## config.mk

```make
export PLATFORM = sky130hd
export DESIGN_NAME = tbase_gen
export DESIGN_NICKNAME = d
export VERILOG_FILES = /design/src/rtl/tbase_pkg.sv /design/src/rtl/tbase_div.sv /design/src/rtl/tbase_timer.sv /design/src/rtl/tbase_slowdet.sv /design/src/rtl/tbase_gen.sv
export SDC_FILE = /design/constraint.sdc
export NUM_CORES = 1
export LEC_CHECK = 0
export BUFFER_PORTS_ARGS = -buffer_cell sky130_fd_sc_hd__buf_2
export CAP_MARGIN = 15
export CORE_UTILIZATION = 61
export CTS_BUF_LIST = sky130_fd_sc_hd__clkbuf_4 sky130_fd_sc_hd__clkbuf_8
export DETAILED_ROUTE_END_ITERATION = 12
export GPL_ROUTABILITY_DRIVEN = 0
export GPL_TIMING_DRIVEN = 0
export PLACE_DENSITY_LB_ADDON = 0.3
export SYNTH_ARGS = -nofsm -noshare
export SYNTH_HDL_FRONTEND = slang
export SYNTH_SLANG_ARGS = --single-unit
```

## constraint.sdc

```tcl
create_clock -name clk_ref -period 34.3 [get_ports clk_ref]
set_clock_uncertainty 0.1 [all_clocks]
set_input_delay 10.29 -clock clk_ref [delete_from_list [all_inputs] [get_ports clk_ref]]
set_output_delay 10.29 -clock clk_ref [all_outputs]
set_load 0.03 [all_outputs]
```

## src/rtl/tbase_pkg.sv

```systemverilog
package tbase_pkg;

    localparam int SEL_W     = 5;
    localparam int IVL_W     = 3;
    localparam int CFG_W     = SEL_W + IVL_W + 1;
    localparam int NUM_CODES = 23;
    localparam int PER_W     = 26;
    localparam int MAX_DEC   = 8;

    typedef struct packed {
        logic [SEL_W-1:0] tb_sel;
        logic [IVL_W-1:0] iv_sel;
        logic             ext_mode;
    } cfg_t;

    typedef struct packed {
        logic [PER_W-1:0] cnt;
        logic [PER_W-1:0] per;
        logic             out;
    } div_st_t;

    // Period in reference cycles for a timebase code (1-2-5 ladder from 2 cycles).
    function automatic logic [PER_W-1:0] code_period(input logic [SEL_W-1:0] code);
        logic [PER_W-1:0] p;
        int c;
        int dec;
        c = int'(code);
        if (c >= NUM_CODES) begin
            p = PER_W'(2);
        end else begin
            case (c % 3)
                0:       p = PER_W'(2);
                1:       p = PER_W'(5);
                default: p = PER_W'(10);
            endcase
            dec = c / 3;
            for (int k = 0; k < MAX_DEC; k++) begin
                if (k < dec) p = p * PER_W'(10);
            end
        end
        return p;
    endfunction

endpackage

```

## src/rtl/tbase_div.sv

```systemverilog
module tbase_div
    import tbase_pkg::*;
(
    input  logic             clk,
    input  logic             rst,
    input  logic [SEL_W-1:0] sel,
    output logic             sclk
);

    div_st_t st_q, st_d;

    always_comb begin
        st_d = st_q;
        if (st_q.cnt == st_q.per - 1'b1) begin
            st_d.cnt = '0;
            st_d.per = code_period(sel);
        end else begin
            st_d.cnt = st_q.cnt + 1'b1;
        end
        st_d.out = (st_d.cnt < (st_d.per >> 1));
    end

    always_ff @(posedge clk) begin
        if (rst) begin
            st_q.cnt <= '0;
            st_q.per <= code_period('0);
            st_q.out <= 1'b0;
        end else begin
            st_q <= st_d;
        end
    end

    assign sclk = st_q.out;

    // Counter never leaves the active period window
    assert_cnt_in_period_R2: assert property (@(posedge clk) disable iff (rst)
        st_q.cnt < st_q.per);

    // Period register may only change where the previous period ended
    assert_switch_at_wrap_R5: assert property (@(posedge clk) disable iff (rst)
        (st_q.per != $past(st_q.per)) |-> ($past(st_q.cnt) == $past(st_q.per) - 1'b1));

endmodule

```

## src/rtl/tbase_timer.sv

```systemverilog
module tbase_timer
    import tbase_pkg::*;
#(
    parameter int BASE = 100000,
    parameter int CW   = 32
) (
    input  logic             clk,
    input  logic             rst,
    input  logic [IVL_W-1:0] iv_sel,
    input  logic             sts_rd,
    output logic             irq
);

    typedef struct packed {
        logic [CW-1:0] cnt;
        logic          irq;
    } tmr_st_t;

    tmr_st_t       st_q, st_d;
    logic [CW-1:0] ivl;
    logic          tc;

    always_comb begin
        ivl  = CW'(BASE) << iv_sel;
        tc   = (st_q.cnt >= ivl - 1'b1);
        st_d = st_q;
        st_d.cnt = tc ? '0 : st_q.cnt + 1'b1;
        st_d.irq = tc | (st_q.irq & ~sts_rd);
    end

    always_ff @(posedge clk) begin
        if (rst) st_q <= '0;
        else     st_q <= st_d;
    end

    assign irq = st_q.irq;

    assert_rise_on_elapse_R6: assert property (@(posedge clk) disable iff (rst)
        $rose(st_q.irq) |-> ($past(st_q.cnt) >= $past(ivl) - 1'b1));

    assert_fall_needs_read_R7: assert property (@(posedge clk) disable iff (rst)
        $fell(st_q.irq) |-> $past(sts_rd));

    assert_pending_holds_R8: assert property (@(posedge clk) disable iff (rst)
        (st_q.irq && !sts_rd) |=> st_q.irq);

    assert_elapse_beats_read_R9: assert property (@(posedge clk) disable iff (rst)
        (sts_rd && (st_q.cnt >= ivl - 1'b1)) |=> st_q.irq);

endmodule

```

## src/rtl/tbase_slowdet.sv

```systemverilog
module tbase_slowdet #(
    parameter int LIMIT = 2500000
) (
    input  logic clk,
    input  logic rst,
    input  logic ext_mode,
    input  logic ext_clk,
    output logic slow
);

    localparam int CW = $clog2(LIMIT + 1);

    typedef struct packed {
        logic [2:0]    sync;
        logic [CW-1:0] cnt;
        logic          slow;
    } wd_st_t;

    wd_st_t st_q, st_d;
    logic   rise;

    always_comb begin
        st_d      = st_q;
        st_d.sync = {st_q.sync[1:0], ext_clk};
        rise      = st_q.sync[1] & ~st_q.sync[2];
        if (!ext_mode || rise) begin
            st_d.cnt  = '0;
            st_d.slow = 1'b0;
        end else begin
            if (st_q.cnt != CW'(LIMIT)) st_d.cnt = st_q.cnt + 1'b1;
            if (st_d.cnt == CW'(LIMIT)) st_d.slow = 1'b1;
        end
    end

    always_ff @(posedge clk) begin
        if (rst) st_q <= '0;
        else     st_q <= st_d;
    end

    assign slow = st_q.slow;

    assert_flag_after_limit_R10: assert property (@(posedge clk) disable iff (rst)
        $rose(st_q.slow) |-> ($past(st_q.cnt) == CW'(LIMIT - 1)));

    assert_edge_clears_R11: assert property (@(posedge clk) disable iff (rst)
        rise |=> !st_q.slow);

    assert_internal_quiet_R12: assert property (@(posedge clk) disable iff (rst)
        !ext_mode |=> !st_q.slow);

endmodule

```

## src/rtl/tbase_gen.sv

```systemverilog
module tbase_gen
    import tbase_pkg::*;
#(
    parameter int TMR_BASE   = 100000,
    parameter int TMR_W      = 32,
    parameter int SLOW_LIMIT = 2500000
) (
    input  logic             clk_ref,
    input  logic             rst,
    input  logic             cfg_we,
    input  logic [CFG_W-1:0] cfg_data,
    input  logic             sts_rd,
    input  logic             ext_clk,
    output logic             sclk_out,
    output logic             irq,
    output logic             slow_clk
);

    cfg_t cfg_q, cfg_d;

    always_comb begin
        cfg_d = cfg_q;
        if (cfg_we) begin
            cfg_d.tb_sel   = cfg_data[SEL_W-1:0];
            cfg_d.iv_sel   = cfg_data[SEL_W+IVL_W-1:SEL_W];
            cfg_d.ext_mode = cfg_data[CFG_W-1];
        end
    end

    always_ff @(posedge clk_ref) begin
        if (rst) cfg_q <= '0;
        else     cfg_q <= cfg_d;
    end

    tbase_div u_div (
        .clk  (clk_ref),
        .rst  (rst),
        .sel  (cfg_q.tb_sel),
        .sclk (sclk_out)
    );

    tbase_timer #(.BASE(TMR_BASE), .CW(TMR_W)) u_tmr (
        .clk    (clk_ref),
        .rst    (rst),
        .iv_sel (cfg_q.iv_sel),
        .sts_rd (sts_rd),
        .irq    (irq)
    );

    tbase_slowdet #(.LIMIT(SLOW_LIMIT)) u_wd (
        .clk      (clk_ref),
        .rst      (rst),
        .ext_mode (cfg_q.ext_mode),
        .ext_clk  (ext_clk),
        .slow     (slow_clk)
    );

    assert_reset_quiet_R1: assert property (@(posedge clk_ref)
        rst |=> (!sclk_out && !irq && !slow_clk));

endmodule

```

Word level (Yosys, flattened, before mapping)
Index checks and enable logic that the tools add are counted.
{ "word_totals": {"register_bits": 121, "in_bits": 14} }
{ "classes": {"n_div": 2, "add_sub_neg": 5, "muxes": 30, "multipliers": 8, "reduce_logical": 5, "n_eq_ne": 4, "shifts": 1, "bitwise_logic": 5, "order_cmp": 11} }
{ "ops": {"columns": ["operator", "n"], "rows": [
  ["two-way mux 26 bit", 27],
  ["multiplier 26 x 3 -> 25 bit, second input constant", 8],
  ["less-than comparator 4 x 32 -> 1 bit, first input constant", 4],
  ["less-than comparator 3 x 32 -> 1 bit, first input constant", 2],
  ["two-way mux 22 bit", 2],
  ["adder 32 x 1 -> 32 bit, second input constant", 1],
  ["divider 6 x 3 -> 32 bit, second input constant", 1],
  ["equality test 32 x 1 -> 1 bit, second input constant", 1],
  ["greater-or-equal comparator 32 bit", 1],
  ["logical NOT 32 bit", 1],
  ["less-than comparator 1 x 32 -> 1 bit, first input constant", 1],
  ["less-than comparator 2 x 32 -> 1 bit, first input constant", 1],
  ["remainder unit 6 x 3 -> 32 bit, second input constant", 1],
  ["<< shifter 17 x 3 -> 32 bit, first input constant", 1],
  ["subtractor 32 x 1 -> 32 bit, second input constant", 1],
  ["adder 26 x 1 -> 26 bit, second input constant", 1],
  ["equality test 26 bit", 1],
  ["less-than comparator 26 x 25 -> 1 bit", 1],
  ["subtractor 26 x 1 -> 26 bit, second input constant", 1],
  ["adder 22 x 1 -> 22 bit, second input constant", 1],
  ["equality test 22 bit, second input constant", 1],
  ["inequality test 22 bit, second input constant", 1],
  ["case mux 4 bit (2 select lines)", 1],
  ["greater-or-equal comparator 5 bit, second input constant", 1],
  ["6 further kinds", 9]
]} }

Depth between registers and ports, before layout
Gate-level depths: netlist of the first run.
{ "logic_depth": {"word_depth": 38, "ltp_mapped": 84} }

Modules after synthesis
From an unflattened synthesis of the first run, not the netlist that was laid out.
{ "unflattened": {"cells_unflattened": 1967, "hier_area_um2": 15278.4} }
{ "by_module_without_submodules": {"columns": ["module", "cells_per_inst", "n_inst", "seq_area_each_um2", "area_per_inst_um2"], "rows": [
  ["tbase_div", 1499, 1, 1061.0, 11131.9],
  ["tbase_timer", 269, 1, 660.6, 2423.6],
  ["tbase_slowdet", 170, 1, 520.5, 1403.8],
  ["tbase_gen", 29, 1, 180.2, 319.1]
]} }

Worst setup path before layout of the first run
Ideal clock, no wire load.
{ "synth_path": {"path_kind": "register to register", "start": "reg cfg_q[7] (netlist bit)", "end": "reg u_div.st_q, in the netlist u_div.sclk", "arrival_time_ns": 16.025, "path_buffers": 4, "path_slack_ns": 18.094, "stages_incl_launch_ff": 79, "path_cell_list": "dfxtp_1 -> buf_6 -> buf_2 -> clkbuf_1 -> ha_1 -> and4b_1 -> o21ai_1 -> nand2_1 -> ha_1 -> or2_1 -> buf_6 -> a21boi_1 -> a21boi_0 -> or2_2 -> ha_1 -> inv_1 -> nor3_1 -> inv_1 -> [... 43 more ...] -> xor2_1 -> o21ai_0 -> ha_1 -> ha_1 -> nand2_1 -> o31ai_1 -> a21o_1 -> a21oi_1 -> xnor2_1 -> or3_1 -> a31oi_1 -> and2_1 -> ha_1 -> nand4_1 -> nor3_1 -> a2111oi_0 -> o221ai_1 -> a41oi_1"} }
{ "synth_between": {"elab_chain_cells": 38} }
{ "synth_lines": {"columns": ["element", "line_no", "text"], "rows": [
  ["start: declaration", "tbase_gen.sv:19", "cfg_t cfg_q, cfg_d;"],
  ["start signal: assignment", "tbase_gen.sv:32", "else cfg_q <= cfg_d;"],
  ["remainder unit 6 x 3 -> 32 bit", "tbase_pkg.sv:31", "case (c % 3)"],
  ["equality test 32 x 1 -> 1 bit / logical NOT 32 bit (equally long branches)", "tbase_pkg.sv:31", null],
  ["case mux 4 bit (2 select lines)", "tbase_pkg.sv:31", null],
  ["two-way mux 26 bit", "tbase_pkg.sv:28", "if (c >= NUM_CODES) begin"],
  ["two-way mux 26 bit", "tbase_div.sv:14", "if (st_q.cnt == st_q.per - 1'b1) begin"],
  ["multiplier 26 x 3 -> 25 bit", "tbase_pkg.sv:38", "if (k < dec) p = p * PER_W'(10);"],
  ["two-way mux 26 bit", "tbase_pkg.sv:38", null],
  ["two-way mux 26 bit", "tbase_pkg.sv:28", null],
  ["[... 22 more ...]", null, null],
  ["two-way mux 26 bit", "tbase_pkg.sv:38", null],
  ["two-way mux 26 bit", "tbase_pkg.sv:28", null],
  ["two-way mux 26 bit", "tbase_div.sv:14", null],
  ["multiplier 26 x 3 -> 25 bit", "tbase_pkg.sv:38", null],
  ["two-way mux 26 bit", "tbase_pkg.sv:38", null],
  ["two-way mux 26 bit *", "tbase_pkg.sv:28", null],
  ["two-way mux 26 bit *", "tbase_div.sv:14", null],
  ["less-than comparator 26 x 25 -> 1 bit *", "tbase_div.sv:20", "st_d.out = (st_d.cnt < (st_d.per >> 1));"],
  ["end signal: assignment", "tbase_div.sv:29", "st_q <= st_d;"],
  ["end: declaration", "tbase_div.sv:10", "div_st_t st_q, st_d;"]
]} }
Every way passes the cells marked *; elsewhere a longest branch is shown, timed or not. The select of a mux whose other input is x is not followed.
A chain may end at the register's enable or synchronous reset.

Worst setup path after layout of the first run
Ends and elaborated chain as after synthesis.

==> results_dict.tcl, run 1 <==
set metrics [dict create \
    status "completed" \
    synth_top_area_cell "ha_1" \
    crit_path_frequent_cell "ha_1" \
    viasPerCell 6.21 \
    rsz0062_at_grt "no" \
    drv_slew 0 \
    synth-simple-area-share_pct 23.9 \
    vias 14100 \
    synth_commonest_cells "ha_1, nor2_1, nand2_1, a21oi_1, dfxtp_1" \
    die_w_um 158 \
    cts_max_level 4 \
    slew-limit-headroom_pct 34.3 \
    die_y_um 158 \
    dpl.hpwl_um 29600 \
    setup_ws_ps 15110 \
    antenna_found_initial 0 \
    cts_buffers 17 \
    setup-violations-final 0 \
    routedWlPerCell_um 16.4 \
    fin_nets 2209 \
    initial_utilization_pct 62.8 \
    n_fill_cell 1991 \
    tns_ps 0 \
    worst_pin_slew_ps 961 \
    cts_resized 0 \
    netlist_instances 1903 \
    dieArea_um2 25000 \
    drt_iter0_markers 1075 \
    required_ps 34550 \
    grt_pass1_wl_um 62300 \
    cap_violations 0 \
    synth_edf_count 0 \
    hold_viol_final 0 \
    hold_buffers 0 \
    post_dp_cell_area_um2 15400 \
    cp.arrival_ps 19440 \
    root_buffer "clkbuf_8" \
    ant_nets 0 \
    synth-warning-count 0 \
    hold_path_class "reg -> reg" \
    routed_wl_um 37300 \
    async_reset_ff_share_pct 0 \
    routed.top_layer "met4" \
    powerDensity_nw_per_um2 77.9 \
    start_kind "register" \
    period_minus_slack_ps 19190 \
    synthMuxAreaShare_pct 3.19 \
    critical_path.max_fanout 10 \
    insertion_delay_ps 460 \
    ys.flop_type "dfxtp_1" \
    critPathMaxStageDelay_ps 810 \
    synth_area_leaders "ha_1, dfxtp_1, xnor2_1" \
    synth_area_um2 14900 \
    cts_sinks 121 \
    leakagePower_nw 7.15 \
    fmax_mhz 52.1 \
    cts_tree "done" \
    min-delay-start "u_wd.st_d[24]" \
    drc 0 \
    synthAdderAreaFrac_pct 21.5 \
    stdcell_area_um2 15800 \
    synth_cell_type_count 100 \
    finalNonFillerCells 2276 \
    seq_area_frac_synth_pct 16.3 \
    avgSynthCellArea_um2 7.82 \
    wirelength_met1_um 16800 \
    ys_ff_latch 121 \
    grt_max_degree 17 \
    core_um2 23700 \
    crit_path_end_kind "register" \
    slowest_stage "a2111oi_0" \
    cp-startpoint "cfg_q[7]" \
    synth_top_area_share_pct 20.6 \
    n_antenna_cell 0 \
    numPlacedInstances 2244 \
    period_share_pct 55.9 \
    crit_type "reg -> reg" \
    io_pins 17 \
    dp_slack_ps 15330 \
    wl_met3_um 2040 \
    yosysMostFrequentCell "ha_1" \
    row_count 56 \
    synth_top_family_by_area "simple AND/OR/NAND/NOR gates" \
    synthToLayoutAreaGrowth_pct 5.96 \
    synth_xor_area_share_pct 10.7 \
    path_buf_inv 6 \
    postCtsSetupRepairBufs 0 \
    clk_path_buf_depth 2 \
    cp_top_family "compound AO/OA/AOI/OAI gates" \
    clkTransAtPathRegs_ps 90 \
    ir_worst_vdd_mv 0.0493 \
    drtPass1Iterations 6 \
    hold-worst-slack_ps 359 \
    synth-compound-area-share_pct 20.2 \
    io_buffers 15 \
    drive_gt1_share_pct 7.05 \
    first_global_vias 13500 \
    grt_overflow 0 \
    wl_met2_um 17700 \
    grt_usage_pct 30.3 \
    reg2reg_from "cfg_q[7]" \
]
cell usage in the layout, fill, tap and decap left out, types with 47 or more instances in the layout:
master,Yosys,final
xor2_1,81,81
nand2_1,147,147
xnor2_1,99,99
o21ai_0,90,90
clkbuf_1,50,50
dfxtp_1,121,121
a21oi_1,121,121
ha_1,245,245
nor2_1,186,186
inv_1,67,67
nand3_1,47,47
nor3_1,82,82
logic make-up after synthesis:
group / after synthesis
other: 1
multiplexers: 43
AND/OR/NAND/NOR: 705
flip-flops: 121
AO/OA/AOI/OAI: 451
buffers and inverters: 149
XOR/XNOR: 181
adder cells (fa/ha/maj): 252
final timing paths:
check	to	slack, ps	cells after the start
worst min-delay path	u_wd.st_d[25]	360	1
worst max register to register	u_div.sclk	15110	75
worst min register to register	u_wd.st_d[25]	360	1
worst max-delay path	u_div.sclk	15110	75
layer usage:
layer	up-vias	track usage, %
met5	-	0
met4	0	8.61
met3	77	3.39
met2	438	52.9
met1	6625	39.1
li1	7003	-
where the power goes:
group | internal, W | total (W) | switching, W | leakage (nW)
Combinational | 0.000378 | 0.000935 | 0.000557 | 5.97
Clock | 0.0000602 | 0.000131 | 0.0000712 | 0.197
Sequential | 0.000150 | 0.000161 | 0.0000111 | 0.981
registers in the layout, indices dropped and copies added (netlist names):
signal / flops
u_div.st_q: 52
u_tmr.st_q: 32
u_wd.st_q: 23
cfg_q: 9
u_wd.st_d: 2
u_div.sclk: 1
u_tmr.irq: 1
u_wd.slow: 1
final cells by class:
cell class              instances  area (µm²)  share of cell area [%]
multi-input cells            1640       11900                    75.2
flip-flops and latches        121        2420                    15.4
well taps                     319         399                    2.53
plain buffers                  80         364                    2.31
inverters                      69         259                    1.64
clock buffers                  17         234                    1.48
clock inverters                15         153                   0.968
repair buffers                 15        75.1                   0.476
per-stage QoR:
| stage | util, % | total power [W] |
|---|---|---|
| 6_report | 66.6 | 0.00123 |
| 5_1_grt | 66.6 | 0.00133 |
| 4_1_cts | 66.6 | 0.00121 |
| 3_5_place_dp | 64.9 | 0.00107 |
| 3_3_place_gp | 64.9 | 0.00105 |
| 2_1_floorplan | - | 0.000884 |
(Power assumes the default switching activity.)
==> run 2: changes to the inputs <==
- ABC_AREA: default -> 1
- clock period: 34.3 -> 18.2 ns (I/O delays scaled with it)
==> results_dict.tcl, run 2 <==
set metrics [dict create \
    root_buffer "clkbuf_8" \
    avgSynthCellArea_um2 6.82 \
    vias 14700 \
    cts_max_level 4 \
    hold_viol_final 0 \
    grt_usage_pct 28.7 \
    die_y_um 160 \
    io_buffers 16 \
    dieArea_um2 25500 \
    hold_buffers 0 \
    critical_path.max_fanout 9 \
    clkTransAtPathRegs_ps 80 \
    synth_area_leaders "ha_1, dfxtp_1, nand2_1" \
    drc 0 \
    antenna_found_initial 0 \
    synth_area_um2 15200 \
    routedWlPerCell_um 14.0 \
    r2r_setup_slack_ps 1420 \
    min_path_cells 2 \
    largest_reg_flops 52 \
    synth-warning-count 0 \
    tns_ps 0 \
    grt_overflow 0 \
    core_um2 24400 \
    yosysMostFrequentCell "nand2_1" \
    ant_nets 0 \
    crit_path_end_kind "register" \
    synthToLayoutAreaGrowth_pct 5.82 \
    period_minus_slack_ps 16780 \
    worst_pin_slew_ps 986 \
    synth_commonest_cells "nand2_1, ha_1, inv_1, nor2_1, a21oi_1" \
    cts_buffers 17 \
    viasPerCell 5.66 \
    slowest_stage "dfxtp_1" \
    fin_nets 2575 \
    cap_violations 0 \
    insertion_delay_ps 440 \
    critPathMaxStageDelay_ps 460 \
    n_antenna_cell 0 \
    async_reset_ff_share_pct 0 \
    ys.flop_type "dfxtp_1" \
    drt_iter0_markers 1138 \
    die_w_um 160 \
    hold_path_class "reg -> reg" \
    synth_edf_count 0 \
    period_share_pct 92.2 \
    routed_wl_um 36300 \
    drive_gt1_share_pct 7.11 \
    synth_top_area_cell "ha_1" \
    cts_resized 0 \
    row_count 57 \
    seq_area_frac_synth_pct 16.0 \
    grt_max_degree 17 \
    clk_path_buf_depth 2 \
    rsz0062_at_grt "no" \
    required_ps 18430 \
    netlist_instances 2226 \
    cts_sinks 121 \
    ys_ff_latch 121 \
    fmax_mhz 59.6 \
    drv_slew 0 \
    grt_pass1_wl_um 62300 \
    synth_top_area_share_pct 23.6 \
    initial_utilization_pct 62.2 \
    synth_cell_type_count 65 \
    first_global_vias 13800 \
    status "completed" \
    reg2reg_from "cfg_q[7]" \
    slew-limit-headroom_pct 33.4 \
    largest_register "u_div.st_q" \
    drtPass1Iterations 6 \
    setup-violations-final 0 \
    rr_endpoint "u_div.sclk" \
    io_pins 17 \
    layout_commonest_cell "nand2_1" \
    top_regs "u_div.st_q (52), u_tmr.st_q (32), u_wd.st_q (23)" \
    cts_tree "done" \
    min-delay-start "u_wd.st_d[24]" \
    postCtsSetupRepairBufs 0 \
    holdPathEnd "u_wd.st_d[25]" \
    crit_type "reg -> reg" \
    dpl.hpwl_um 30000 \
    cp.arrival_ps 17010 \
    reg2reg_depth 93 \
    final_cell_mix "nand2_1, ha_1, inv_1" \
    start_kind "register" \
]
[run 2: changes by cell type in the layout (fill, tap and decap cells not counted), sizes merged, moves of 37 or more]
| cell | previous run | this run |
|---|---|---|
| a21o | 43 | 6 |
| a21oi | 125 | 163 |
| ha | 245 | 286 |
| inv | 80 | 294 |
| nand2 | 147 | 434 |
| nand3 | 49 | 97 |
| nor2 | 188 | 241 |
| xnor2 | 99 | 43 |
[run 2: worst max path at each step]
stage	slack, ps	from	cells after the start	endpoint
CTS	1290	cfg_q[7]	87	u_div.sclk
global placement	1640	cfg_q[7]	87	u_div.sclk
global route	40	cfg_q[7]	96	u_div.sclk
floorplan	3710	cfg_q[7]	87	u_div.sclk
finish	1420	cfg_q[7]	93	u_div.sclk
detailed placement	1390	cfg_q[7]	87	u_div.sclk
[run 2: layer usage]
metal | wire, µm | up-vias | global-route usage [%] | share of wire, %
li1 | - | 7561 | - | -
met5 | 0 | - | 0 | 0
met2 | 16300 | 398 | 47.7 | 45
met4 | 473 | 0 | 5.51 | 1.3
met3 | 2090 | 52 | 3.74 | 5.7
met1 | 17500 | 6721 | 39.8 | 48
[run 2: critical path: cells and delay by family (launching register included)]
family | cells | cell delay, ps
buffers and inverters | 10 | 1090
adders and majority gates | 20 | 5960
and+or+nand+nor | 36 | 4280
DFF | 1 | 460
xor gates and xnor gates | 3 | 400
AOI/OAI and AO/OA | 24 | 4360
[run 2: layout make-up]
type,instances,area (µm²)
Multi-Input combinational cell,1775,11500
Fill cell,2171,8330
Sequential cell,121,2420
Inverter,295,1110
Tap cell,324,405
Clock buffer,19,255
Buffer,42,178
Clock inverter,12,103
Timing Repair Buffer,16,80.1
[run 2: stage by stage]
| stage | utilization (%) | setup WS (ps) | cells | instance area, µm² | hold slack, ps |
|---|---|---|---|---|---|
| after floorplan | - | 3710 | 2233 | 15200 | 288 |
| after global placement | 64.3 | 1640 | 2573 | 15700 | 290 |
| after detailed placement | 64.3 | 1390 | 2573 | 15700 | 303 |
| after CTS | 65.8 | 1290 | 2604 | 16000 | 308 |
| after global routing | 65.8 | 39.9 | 2604 | 16100 | 337 |
| final | 65.8 | 1420 | 2604 | 16100 | 317 |
[run 2: logic make-up (layout without fill, tap and decap cells)]
logic type,Yosys count,in the layout,share of synthesized area (%)
AOI/OAI and AO/OA,381,381,14.6
xor gates and xnor gates,146,146,8.43
adders and majority gates,293,293,24.5
buffers and inverters,337,384,8.47
DFF,121,121,16.0
muxes,1,1,0.0660
other,1,8,0.0247
and+or+nand+nor,946,946,27.9
Power of run 2 is not shown: default switching activity piles up to over one toggle a cycle in this logic, so the estimate is an artifact.
